<file path="src/rtl/spi_pin_pkg.sv">
package spi_pin_pkg;
  localparam int REG_W = 8;

  typedef enum logic [1:0] {
    ADDR_MODE  = 2'd0,
    ADDR_BBOUT = 2'd1,
    ADDR_BBIN  = 2'd2,
    ADDR_DIV   = 2'd3
  } reg_addr_e;

  // bit positions inside the override output register
  localparam int BB_SCLK = 0;
  localparam int BB_CSN  = 1;
  localparam int BB_MOSI = 2;
  localparam logic [2:0] BB_RESET = 3'b010;

  // dq0 out (data to flash), dq1 in, dq2/dq3 out held high
  localparam logic [3:0] DQ_OE_PATTERN = 4'b1101;

  // number of low-phase cycles in one serial bit for divider n
  function automatic logic [31:0] low_phase_len(input logic [31:0] n);
    return n - (n >> 1);
  endfunction

  // number of high-phase cycles in one serial bit for divider n
  function automatic logic [31:0] high_phase_len(input logic [31:0] n);
    return n >> 1;
  endfunction
endpackage

</file>
<file path="src/rtl/spi_pin_regs.sv">
module spi_pin_regs
  import spi_pin_pkg::*;
#(
  parameter int DIV_W     = 8,
  parameter int RESET_DIV = 4
) (
  input  logic             clk,
  input  logic             rst_n,
  input  logic [1:0]       reg_addr,
  input  logic             reg_we,
  input  logic [REG_W-1:0] reg_wdata,
  output logic [REG_W-1:0] reg_rdata,
  input  logic             miso_in,
  input  logic             hold_mode,
  output logic             bb_active,
  output logic [2:0]       bb_pins,
  output logic [DIV_W-1:0] div_val
);
  logic             mode_req_q;
  logic             mode_act_q;
  logic [2:0]       bb_q;
  logic [DIV_W-1:0] div_q;
  logic             div_wr_ok;

  assign div_wr_ok = (reg_wdata[DIV_W-1:0] != '0);

  always_ff @(posedge clk or negedge rst_n) begin
    if (!rst_n) begin
      mode_req_q <= 1'b0;
      mode_act_q <= 1'b0;
      bb_q       <= BB_RESET;
      div_q      <= DIV_W'(RESET_DIV);
    end else begin
      if (reg_we) begin
        case (reg_addr_e'(reg_addr))
          ADDR_MODE:  mode_req_q <= reg_wdata[0];
          ADDR_BBOUT: bb_q       <= reg_wdata[2:0];
          ADDR_DIV:   if (div_wr_ok) div_q <= reg_wdata[DIV_W-1:0];
          default:    ;
        endcase
      end
      // the mode may only move while the engine is idle and not being started
      if (!hold_mode) mode_act_q <= mode_req_q;
    end
  end

  always_comb begin
    reg_rdata = '0;
    case (reg_addr_e'(reg_addr))
      ADDR_MODE:  reg_rdata = {{(REG_W-2){1'b0}}, mode_act_q, mode_req_q};
      ADDR_BBOUT: reg_rdata = '0;
      ADDR_BBIN:  reg_rdata = {{(REG_W-1){1'b0}}, miso_in};
      ADDR_DIV:   reg_rdata = REG_W'(div_q);
      default:    reg_rdata = '0;
    endcase
  end

  assign bb_active = mode_act_q;
  assign bb_pins   = bb_q;
  assign div_val   = div_q;
endmodule

</file>
<file path="src/rtl/spi_pin_engine.sv">
module spi_pin_engine
  import spi_pin_pkg::*;
#(
  parameter int XFER_BITS = 8,
  parameter int DIV_W     = 8
) (
  input  logic                 clk,
  input  logic                 rst_n,
  input  logic                 go,
  input  logic [XFER_BITS-1:0] cmd,
  input  logic [DIV_W-1:0]     div_val,
  input  logic                 miso,
  output logic                 busy,
  output logic                 done,
  output logic [XFER_BITS-1:0] rdata,
  output logic                 mosi,
  output logic                 sclk_reg,
  output logic                 div1,
  output logic                 sample_evt,
  output logic                 shift_evt
);
  localparam int CNT_W = (XFER_BITS > 1) ? $clog2(XFER_BITS) : 1;
  localparam logic [CNT_W-1:0] LAST_BIT = CNT_W'(XFER_BITS - 1);

  logic                 busy_q, done_q, sclk_q;
  logic [DIV_W-1:0]     ph_q, div_l, lo_l;
  logic [CNT_W-1:0]     bit_q;
  logic [XFER_BITS-1:0] sh_q, rx_q, rd_q;

  logic                 last_ph, last_bit;
  logic                 busy_nxt, sclk_nxt;
  logic [DIV_W-1:0]     ph_nxt;
  logic [XFER_BITS-1:0] rx_nxt;

  assign div1       = (div_l == DIV_W'(1));
  assign last_ph    = (ph_q == div_l - 1'b1);
  assign last_bit   = (bit_q == LAST_BIT);
  assign sample_evt = busy_q && (div1 || (ph_q == lo_l - 1'b1));
  assign shift_evt  = busy_q && last_ph;
  assign rx_nxt     = sample_evt ? {rx_q[XFER_BITS-2:0], miso} : rx_q;

  always_comb begin
    busy_nxt = busy_q;
    ph_nxt   = ph_q;
    if (go) begin
      busy_nxt = 1'b1;
      ph_nxt   = '0;
    end else if (busy_q) begin
      if (last_ph) begin
        ph_nxt = '0;
        if (last_bit) busy_nxt = 1'b0;
      end else begin
        ph_nxt = ph_q + 1'b1;
      end
    end
    sclk_nxt = busy_nxt && !go && (ph_nxt >= lo_l);
  end

  always_ff @(posedge clk or negedge rst_n) begin
    if (!rst_n) begin
      busy_q <= 1'b0;
      done_q <= 1'b0;
      sclk_q <= 1'b0;
      ph_q   <= '0;
      div_l  <= DIV_W'(1);
      lo_l   <= DIV_W'(1);
      bit_q  <= '0;
      sh_q   <= '0;
      rx_q   <= '0;
      rd_q   <= '0;
    end else begin
      busy_q <= busy_nxt;
      ph_q   <= ph_nxt;
      sclk_q <= sclk_nxt;
      done_q <= shift_evt && last_bit;
      if (go) begin
        div_l <= div_val;
        lo_l  <= DIV_W'(low_phase_len(32'(div_val)));
        sh_q  <= cmd;
        bit_q <= '0;
        rx_q  <= '0;
      end else begin
        rx_q <= rx_nxt;
        if (shift_evt) begin
          if (last_bit) begin
            rd_q <= rx_nxt;
          end else begin
            sh_q  <= {sh_q[XFER_BITS-2:0], 1'b0};
            bit_q <= bit_q + 1'b1;
          end
        end
      end
    end
  end

  assign busy     = busy_q;
  assign done     = done_q;
  assign rdata    = rd_q;
  assign mosi     = sh_q[XFER_BITS-1];
  assign sclk_reg = sclk_q;
endmodule

</file>
<file path="src/rtl/spi_pin_mux.sv">
module spi_pin_mux
  import spi_pin_pkg::*;
(
  input  logic       clk,
  input  logic       bb_active,
  input  logic [2:0] bb_pins,
  input  logic       eng_busy,
  input  logic       eng_mosi,
  input  logic       eng_sclk_reg,
  input  logic       eng_div1,
  output logic       cs_n,
  output logic       sclk,
  output logic [3:0] dq_o,
  output logic [3:0] dq_oe
);
  logic hw_sclk;

  // full rate cannot come from a flop: pass the inverted clock through a gate
  assign hw_sclk = eng_div1 ? (eng_busy & ~clk) : eng_sclk_reg;

  assign sclk  = bb_active ? bb_pins[BB_SCLK] : hw_sclk;
  assign cs_n  = bb_active ? bb_pins[BB_CSN]  : ~eng_busy;
  assign dq_o  = {2'b11, 1'b0, (bb_active ? bb_pins[BB_MOSI] : eng_mosi)};
  assign dq_oe = DQ_OE_PATTERN;
endmodule

</file>
<file path="src/rtl/spi_pin_ctrl.sv">
module spi_pin_ctrl
  import spi_pin_pkg::*;
#(
  parameter int XFER_BITS = 8,
  parameter int DIV_W     = 8,
  parameter int RESET_DIV = 4
) (
  input  logic                 clk,
  input  logic                 rst_n,
  input  logic [1:0]           reg_addr,
  input  logic                 reg_we,
  input  logic [REG_W-1:0]     reg_wdata,
  output logic [REG_W-1:0]     reg_rdata,
  input  logic                 hw_start,
  input  logic [XFER_BITS-1:0] hw_cmd,
  output logic [XFER_BITS-1:0] hw_rdata,
  output logic                 hw_busy,
  output logic                 hw_done,
  input  logic [3:0]           dq_i,
  output logic [3:0]           dq_o,
  output logic [3:0]           dq_oe,
  output logic                 cs_n,
  output logic                 sclk
);
  logic             bb_active;
  logic [2:0]       bb_pins;
  logic [DIV_W-1:0] div_val;
  logic             accept, hold_mode;
  logic             eng_busy, eng_mosi, eng_sclk_reg, eng_div1;
  logic             sample_evt, shift_evt;
  logic             miso;

  assign miso      = dq_i[1];
  assign accept    = hw_start && !bb_active && !eng_busy;
  assign hold_mode = eng_busy || accept;

  spi_pin_regs #(.DIV_W(DIV_W), .RESET_DIV(RESET_DIV)) u_regs (
    .clk(clk), .rst_n(rst_n), .reg_addr(reg_addr), .reg_we(reg_we),
    .reg_wdata(reg_wdata), .reg_rdata(reg_rdata), .miso_in(miso),
    .hold_mode(hold_mode), .bb_active(bb_active), .bb_pins(bb_pins),
    .div_val(div_val)
  );

  spi_pin_engine #(.XFER_BITS(XFER_BITS), .DIV_W(DIV_W)) u_engine (
    .clk(clk), .rst_n(rst_n), .go(accept), .cmd(hw_cmd), .div_val(div_val),
    .miso(miso), .busy(eng_busy), .done(hw_done), .rdata(hw_rdata),
    .mosi(eng_mosi), .sclk_reg(eng_sclk_reg), .div1(eng_div1),
    .sample_evt(sample_evt), .shift_evt(shift_evt)
  );

  spi_pin_mux u_mux (
    .clk(clk), .bb_active(bb_active), .bb_pins(bb_pins), .eng_busy(eng_busy),
    .eng_mosi(eng_mosi), .eng_sclk_reg(eng_sclk_reg), .eng_div1(eng_div1),
    .cs_n(cs_n), .sclk(sclk), .dq_o(dq_o), .dq_oe(dq_oe)
  );

  assign hw_busy = eng_busy;
endmodule

</file>
<file path="config.mk">
export PLATFORM = sky130hd
export DESIGN_NAME = spi_pin_ctrl
export DESIGN_NICKNAME = d
export VERILOG_FILES = /design/src/rtl/spi_pin_pkg.sv /design/src/rtl/spi_pin_regs.sv /design/src/rtl/spi_pin_engine.sv /design/src/rtl/spi_pin_mux.sv /design/src/rtl/spi_pin_ctrl.sv
export SDC_FILE = /design/constraint.sdc
export NUM_CORES = 1
export LEC_CHECK = 0
export ABC_CLOCK_PERIOD_IN_PS = 3800
export BUFFER_PORTS_ARGS = -buffer_cell sky130_fd_sc_hd__buf_2
export CAP_MARGIN = 20
export CORE_AREA = 2 2 86 88
export DETAILED_ROUTE_END_ITERATION = 6
export DIE_AREA = 0 0 88 90
export GPL_ROUTABILITY_DRIVEN = 0
export HOLD_SLACK_MARGIN = 0.1
export PLACE_DENSITY = 0.77
export SLEW_MARGIN = 10
export SYNTH_ARGS = -nofsm -noshare
export SYNTH_HDL_FRONTEND = slang
export SYNTH_SLANG_ARGS = --single-unit
</file>
<file path="constraint.sdc">
create_clock -name clk -period 3.8 [get_ports clk]
set_clock_uncertainty 0.1 [all_clocks]
set_input_delay 0.57 -clock clk [delete_from_list [all_inputs] [get_ports clk]]
set_output_delay 0.57 -clock clk [all_outputs]
set_load 0.005 [all_outputs]
</file>
# ---- Word level (Yosys, flattened, before mapping)
# Cells that the tools add are included.
dict set report word_totals {
  ramBits 0
  latchBits 0
  in_bits 26
  register_bits 67
  mem_bits_ro 0
  out_inout_bits 28
  n_memories 0
}
dict set report classes {
  magnitude_cmp 1
  addsub 5
  n_mul 0
  div_mod_pow 0
  n_mux 20
  n_reduce_logical 20
  shifts 0
  bitwise_logic 4
  eq_ne 8
}
# operator count
set ops {}
lappend ops {{8-bit two-way mux} 8}
lappend ops {{8-bit one-hot mux with 4 select lines} 1}
lappend ops {{8-bit == test} 2}
lappend ops {{8-bit by 1-bit subtractor with 8-bit output, second input constant} 2}
lappend ops {{3-bit two-way mux} 3}
lappend ops {{8-bit by 1-bit adder with 8-bit output, second input constant} 1}
lappend ops {{8-bit by 1-bit == test with 1-bit output, second input constant} 1}
lappend ops {{8-bit greater-or-equal comparator} 1}
lappend ops {{1-bit two-way mux} 8}
lappend ops {{8-bit nonzero test} 1}
lappend ops {{8-bit by 7-bit subtractor with 8-bit output} 1}
lappend ops {{1-bit logical AND} 7}
lappend ops {{2-bit AND reduction} 3}
lappend ops {{3-bit AND reduction} 2}
lappend ops {{2-bit == test, second input constant} 2}
lappend ops {{3-bit by 1-bit adder with 3-bit output, second input constant} 1}
lappend ops {{3-bit == test, second input constant} 1}
lappend ops {{1-bit zero test} 3}
lappend ops {{1-bit inverter} 3}
lappend ops {{2-bit by 1-bit == test with 1-bit output, second input constant} 1}
lappend ops {{2-bit zero test} 1}
lappend ops {{1-bit logical OR} 2}
lappend ops {{2-bit inequality test, second input constant} 1}
lappend ops {{2-bit nonzero test} 1}
lappend ops {{1-bit bitwise AND} 1}

# ---- Depth between registers and ports, before layout
# Gate-level depths: netlist of run 1.
dict set report logic_depth {
  depth_word 7
  ltp_mapped 17
  mapped_depth_nobuf 16
}

# ---- Hierarchy
# From an unflattened synthesis of run 1, not the netlist that was laid out.
dict set report unflattened {
  cells_unflattened 385
  hier_area_um2 3925.0
}
# mod n_inst area_per_inst_um2 cells_each seq_area_each_um2
set by_module_without_submodules {}
lappend by_module_without_submodules {spi_pin_engine 1 3188.1 318 1353.8}
lappend by_module_without_submodules {spi_pin_regs 1 596.8 47 327.8}
lappend by_module_without_submodules {spi_pin_mux 1 113.9 17 0.0}
lappend by_module_without_submodules {spi_pin_ctrl 1 26.3 3 0.0}

==> results of run 1 <==
-- power by group through the flow --
stage               combinational [mW]  clock (mW)  sequential, mW
floorplan                         1.29      0.0137            1.15
global placement                  1.42      0.0192            1.29
detailed placement                1.49      0.0192            1.31
CTS                               1.51       0.658            1.30
global route                      1.70       0.698            1.34
finish                            1.50       0.648            1.30
-- cell usage in the layout (no fill, tap or decap), drive strengths merged, types with 7 or more instances in the layout --
| master | Yosys | final |
|---|---|---|
| buf | 15 | 48 |
| and3 | 8 | 8 |
| a21oi | 19 | 19 |
| nand2 | 45 | 45 |
| dfrtp | 63 | 63 |
| xnor2 | 16 | 16 |
| o21ai | 36 | 36 |
| ha | 21 | 21 |
| inv | 25 | 26 |
| nor2 | 37 | 37 |
| clkbuf | 14 | 12 |
| mux2i | 12 | 12 |
| conb | 2 | 7 |
| mux2 | 7 | 7 |
| xor2 | 15 | 15 |
| nand3 | 7 | 7 |
-- final timing paths --
path / slack [ns] / to / startpoint / cells after the start
setup / recovery: 0.44 / sclk / clk / 6
hold / removal: 0.12 / u_engine.rdata[6]$_DFFE_PN0P_ / rst_n / 1
setup reg to reg: 0.54 / u_engine.sclk_reg$_DFF_PN0_ / u_engine.div_l[0]$_DFFE_PN1P_ / 15
hold reg to reg: 0.38 / u_engine.sh_q[1]$_DFFE_PN0P_ / u_engine.sh_q[1]$_DFFE_PN0P_ / 1
max in group asynchronous: 2.66 / u_regs.bb_pins[1]$_DFFE_PN1P_ / rst_n / 2
min in group clk: 0.23 / u_engine.sh_q[3]$_DFFE_PN0P_ / hw_cmd[3] / 3
-- worst max-delay path, cell delays in order --
cell	delay, ns
clkbuf_8	0.11
clkbuf_8	0.12
nor2_1	0.07
mux2i_1	0.11
o21ai_0	0.22
buf_2	0.15
-- through the flow --
step,cell area [um2],hold WS [ns]
4_1_cts,4360,0.156
6_report,4360,0.125
3_5_place_dp,4140,0.367
3_3_place_gp,4140,0.360
2_1_floorplan,3940,0.174
5_1_grt,4360,0.203
-- cells by family after synthesis --
| group | count (synthesis) |
|---|---|
| fa+ha+maj | 22 |
| simple gates | 127 |
| flops | 67 |
| xor+xnor | 31 |
| mux | 19 |
| buf+inv | 54 |
| compound gates | 90 |
| other cells | 2 |
-- final cells by class --
type / instances / share of cell area (%)
Clock buffer: 13 / 3.90
Clock inverter: 7 / 1.21
Inverter: 25 / 2.15
Multi-Input combinational cell: 296 / 45.6
Sequential cell: 67 / 38.6
Tap cell: 99 / 2.84
Timing Repair Buffer: 47 / 5.68
-- per-layer routing --
| metal | global-route usage [%] | vias up | routed length [um] |
|---|---|---|---|
| met5 | 0 | - | 0 |
| met4 | 9.74 | 0 | 206 |
| met3 | 6.52 | 20 | 514 |
| met2 | 34.2 | 84 | 3790 |
| met1 | 30.5 | 1425 | 3670 |
| li1 | - | 1470 | - |
==> out/qor.yml, run 1 <==
worst_setup_path:
  critical_path_arrival_ns: 2.69
  cp.required_ns: 3.13
  cp_max_fo: 2
  crit_type: "clk -> out"
  crit_path_end_kind: "primary output"
  start_kind: "clock port"
pwr:
  power_density_nw_per_um2: 790
  p_sw_share_pct: 41.9
  cellLeakagePower_nw: 2.13
  p_int_mw: 2.00
  pwr-share-clk_pct: 18.8
  power_frac_seq_pct: 37.8
  combPwrFrac_pct: 43.4
  switchingPower_mw: 1.44
  ir_worst_vdd_mv: 0.320
  power_mw: 3.45
cells_and_area:
  diodes: 0
  stdcell_count: 554
  drive_gt1_share_pct: 20.0
  multi_input_area_um2: 1990
  nets: 498
  syn_to_final_growth_pct: 11.3
  nFillCells: 581
  post-route-util_pct: 62.1
  ff_latch_area_um2: 1680
die:
  start_util_pct: 55.8
  die_area_um2: 7920
  io_pins: 54
  dieHeight_um: 90
  coreArea_um2: 7020
  die_w_um: 88
  rows: 31
synth:
  synth_compound_area_share_pct: 15.5
  yosysMostFrequentCell: "dfrtp_1"
  synth-simple-area-share_pct: 15.2
  syn_avg_cell_area_um2: 9.51
  netlist_area_um2: 3920
  ys_seq_area_share_pct: 42.9
  synthXorXnorAreaFrac_pct: 7.12
  synth_top_family_by_area: "compound AO/OA/AOI/OAI gates"
  synth_top_area_share_pct: 40.2
  synth.distinct_cells: 56
  yosys.area.top_type: "dfrtp_1"
  synthAdderAreaFrac_pct: 7.22
  ys_top_cells_by_count: "dfrtp_1, nand2_1, nor2_1"
  ys_async_sr_fraction_pct: 100
  synth-edff-count: 0
  synth_area_leaders: "dfrtp_1, ha_1, nand2_1"
  yosys_warnings: 0
  ys_ff_latch: 67
  synthMuxAreaShare_pct: 5.08
  ys.flop_type: "dfrtp_1"
  syn_inst: 412
placement:
  hpwl_um: 5950
  dpl_worst_slack_ns: 0.522
  port_buffers: 43
  dp.cells: 535
clock_network:
  clkTransAtPathRegs_ns: 0.08
  postCtsResizedCells: 0
  cts_tree: "done"
  post_cts_buffers: 0
  clock_latency_ns: 0.46
  cts_hold_buf: 0
global_route:
  first_global_vias: 2895
  antenna_found_initial: 0
  grt_start_max_net_pins: 42
  globalRouteTotalUtil_pct: 22.8
  grt_overflow: 0
  grt_pass1_wl_um: 13900
detailed_routing:
  post_drt_wl_per_cell_um: 14.8
  drc: 0
  vias: 2999
  drtIter0Drc: 162
  routed_wl_um: 8180
  postRouteAntennaNets: 0
  dr.pass1.iters: 4
  via_per_inst: 5.41
sta:
  tns_ns: 0
  rsz0062_at_grt: "false"
  setup_viol: 0
  worst_slew_pin_slew_ns: 0.896
  slew_headroom_pct: 40.3
  setup_ws_ns: 0.443
  hold_viol_final: 0
  final_max_slew_viol_count: 0
hold_path:
  hp-class: "in -> async"
run_status:
  run_status: "complete, no violations"
run:
  drv_cap: 0
(Power assumes the default switching activity.)
==> inputs of run 2 (changes only) <==
--- a/config.mk
+++ b/config.mk
@@ -17,4 +17,5 @@
 export SLEW_MARGIN = 10
 export SYNTH_ARGS = -nofsm -noshare
 export SYNTH_HDL_FRONTEND = slang
+export SYNTH_HIERARCHICAL = 1
 export SYNTH_SLANG_ARGS = --single-unit
==> run 2 against run 1 <==
Total power down 2.4%. Largest cell class unchanged. First-iteration DRC count up 15%. Count of clock-buffer cells in the layout unchanged. Critical path depth up 11. Clock power up 19%. Worst hold slack better by 0.12 ns. Sequential power down 5%. Utilization up 2.0 points. Critical endpoint is now u_engine/sclk_reg$_DFF_PN0_.
==> out/qor.yml, run 2 <==
placement:
  dpl_worst_slack_ns: 0.140  # -0.382 ns
  port_buffers: 43  # unchanged
  hpwl_um: 5900  # -0.83%
  place_area_um2: 4210  # +1.7%
cells_and_area:
  syn_to_final_growth_pct: 14.7
  post-route-util_pct: 64.1  # +2.0 points
  nets: 480  # -3.6%
  drive_gt1_share_pct: 24.0  # +4.0 points
  final_common_cell: "dfrtp_1"
  ff_latch_area_um2: 1680  # unchanged
  layout_common_cells: "dfrtp_1, buf_2, nand2_1"
  multi_input_area_um2: 2060  # +3.5%
  design_area_um2: 4500  # +3.2%
  diodes: 0  # unchanged
  nFillCells: 546  # -6.0%
sta:
  setup_viol: 0  # unchanged
  final_max_slew_viol_count: 0  # unchanged
  rsz0062_at_grt: "false"
  fmax_mhz: 286
  tns_ns: 0  # unchanged
  setup_ws_ns: 0.305  # -0.138 ns
  period_minus_slack_ns: 3.49
  slew_headroom_pct: 60.2  # +20 points
  worst_slew_pin_slew_ns: 0.597  # -0.299 ns
  hold_viol_final: 0  # unchanged
  period_share_pct: 92.0
hold_path:
  min_to: "u_engine/sh_q[0]$_DFFE_PN0P_"
  min-delay-start: "hw_cmd[0]"
  hp-class: "in -> reg"
  whs_path_depth: 2
detailed_routing:
  routed_wl_um: 8180  # about the same
  via_per_inst: 5.45  # +0.74%
  vias: 2923  # -2.5%
  drc: 0  # unchanged
  dr.pass1.iters: 4  # unchanged
  post_drt_wl_per_cell_um: 15.3  # +3.4%
  drtIter0Drc: 187  # +15%
  postRouteAntennaNets: 0  # unchanged
global_route:
  grt_pass1_wl_um: 14100  # +1.7%
  use_met3_pct: 6.34  # -0.18 points
  grt_overflow: 0  # unchanged
  grtUsageMet1_pct: 31.1  # +0.57 points
  grt_start_max_net_pins: 45  # +7.1%
  globalRouteTotalUtil_pct: 23.3  # +0.58 points
  antenna_found_initial: 0  # unchanged
  first_global_vias: 2938  # +1.5%
  grt-busiest-layer: "met2"
  use_met2_pct: 34.7  # +0.44 points
worst_setup_path:
  crit_path_end_kind: "flop"
  cp.required_ns: 4.03  # +0.90 ns
  cp_max_fo: 6  # +4
  cp_slowest_cell: "dfstp_2"
  r2r-end: "u_engine/sclk_reg$_DFF_PN0_"
  cp_top_family: "compound AO/OA/AOI/OAI gates"
  slowest_delay_ns: 0.56  # +0.34 ns
  start_kind: "flop"
  crit_type: "reg -> reg"
  rr_worst_depth: 17  # +2
  r2r-start: "u_engine/div_l[0]$_DFFE_PN1P_"
  critical_path_arrival_ns: 3.72  # +1.03 ns
  critPathBufInv: 1  # -2
  crit_chain: "inv_1 > ha_2 > xor2_1 > o211ai_1 > a2111o_1 > nor4_4 > and2_1 > or2_4 > nand2b_1 > ha_1 > nand2b_1 > a21oi_1 > nor2b_1 > o21ai_1 > a21oi_1 > o211ai_1 > a221oi_1"
  r2r_slack_ns: 0.31  # -0.23 ns
clock_network:
  cts_tree: "done"
  clkTransAtPathRegs_ns: 0.08  # about the same
  post_cts_buffers: 0  # unchanged
  clock_latency_ns: 0.46  # about the same
die:
  die_area_um2: 7920  # unchanged
  coreArea_um2: 7020  # unchanged
  dieHeight_um: 90  # unchanged
  die_w_um: 88  # unchanged
  start_util_pct: 55.9  # +0.11 points
  io_pins: 54  # unchanged
  rows: 31  # unchanged
pwr:
  ir_worst_vdd_mv: 0.420  # +31%
  cellLeakagePower_nw: 2.23  # +4.7%
  power_frac_seq_pct: 36.8  # -1.0 points
  pwr-share-clk_pct: 23.0  # +4.2 points
  combPwrFrac_pct: 40.2  # -3.2 points
  power_mw: 3.36  # -2.4%
  power_density_nw_per_um2: 748  # -5.4%
  p_int_mw: 2.07  # +3.5%
  switchingPower_mw: 1.29  # -10%
  p_sw_share_pct: 38.4  # -3.5 points
synth:
  syn_inst: 385  # -6.6%
  synth-edff-count: 0  # unchanged
  ys_async_sr_fraction_pct: 100  # unchanged
  ys_seq_area_share_pct: 42.8  # -0.082 points
  yosys.area.top_type: "dfrtp_1"
  yosysMostFrequentCell: "dfrtp_1"
  synth.distinct_cells: 58  # +3.6%
  ys.flop_type: "dfrtp_1"
  netlist_area_um2: 3930  # +0.19%
  ys_ff_latch: 67  # unchanged
  synth_top_area_share_pct: 40.2  # -0.077 points
  syn_avg_cell_area_um2: 10.2  # +7.2%
  ys_top_cells_by_count: "dfrtp_1, nand2_1, nor2_1"
  yosys_warnings: 6  # +6
  synth_area_leaders: "dfrtp_1, ha_1, xnor2_1"
run:
  drv_cap: 0  # unchanged
run_status:
  run_status: "complete, no violations"
run 2: cell type report:
cell class              count  share of cell area (%)
clock buffers              13                    3.78
clock inverters             7                    2.22
inverters                  23                    1.92
multi-input cells         276                    45.7
flip-flops and latches     67                    37.4
well taps                  99                    2.75
repair buffers             51                    6.23
run 2: worst max path at each step:
| stage | from | to | slack (ns) | depth (start not counted) |
|---|---|---|---|---|
| final | u_engine/div_l[0]$_DFFE_PN1P_ | u_engine/sclk_reg$_DFF_PN0_ | 0.31 | 17 |
| after global routing | u_engine/div_l[0]$_DFFE_PN1P_ | u_engine/sclk_reg$_DFF_PN0_ | 0.02 | 17 |
| after CTS | u_engine/div_l[0]$_DFFE_PN1P_ | u_engine/sclk_reg$_DFF_PN0_ | 0.06 | 17 |
| after detailed placement | u_engine/div_l[0]$_DFFE_PN1P_ | u_engine/sclk_reg$_DFF_PN0_ | 0.14 | 17 |
| after global placement | u_engine/div_l[0]$_DFFE_PN1P_ | u_engine/sclk_reg$_DFF_PN0_ | 0.20 | 17 |
| after floorplan | u_engine/div_l[0]$_DFFE_PN1P_ | u_engine/sclk_reg$_DFF_PN0_ | 0.14 | 18 |
run 2: worst reg2reg max path: cells and delay by family, from the launching register on:
family | cells | cell delay [ns]
AO/OA/AOI/OAI | 7 | 1.10
XOR/XNOR | 1 | 0.14
buffers and inverters | 1 | 0.06
AND/OR/NAND/NOR | 6 | 0.89
flip-flops | 1 | 0.56
adder cells (fa/ha/maj) | 2 | 0.52
run 2: metal layers:
metal,up-vias,share of wire [%]
li1,1408,-
met1,1421,46
met5,-,0
met3,18,3.6
met2,76,49
met4,0,2.3
run 2: metrics by stage:
stage / std cells / hold WS, ns
after floorplan: 390 / 0.174
after global placement: 516 / 0.351
after detailed placement: 516 / 0.360
after CTS: 536 / 0.233
after global routing: 536 / 0.224
final: 536 / 0.242
run 2: power by group through the flow:
stage	Sequential [mW]	Clock (mW)	Combinational, mW
after floorplan	1.14	0.00983	1.10
after global placement	1.23	0.0163	1.26
final	1.24	0.774	1.35
after global routing	1.27	0.828	1.53
after detailed placement	1.24	0.0163	1.31
after CTS	1.24	0.788	1.34
run 2: logic make-up (layout without fill, tap and decap cells):
| logic type | Yosys count | after routing | share of synthesized area, % |
|---|---|---|---|
| AOI/OAI and AO/OA | 64 | 64 | 11.4 |
| other | 2 | 7 | 0.191 |
| DFF | 67 | 67 | 42.8 |
| muxes | 29 | 29 | 8.16 |
| adders and majority gates | 22 | 22 | 7.20 |
| xor gates and xnor gates | 33 | 33 | 7.56 |
| and+or+nand+nor | 121 | 121 | 17.1 |
| buffers and inverters | 47 | 94 | 5.51 |
run 2: repair_timing:
action                                  CTS  global route
endpoints found under the setup margin    0             1
hold endpoints to repair                 25             0
resized for setup                         0             4
hold buffers                              1             0
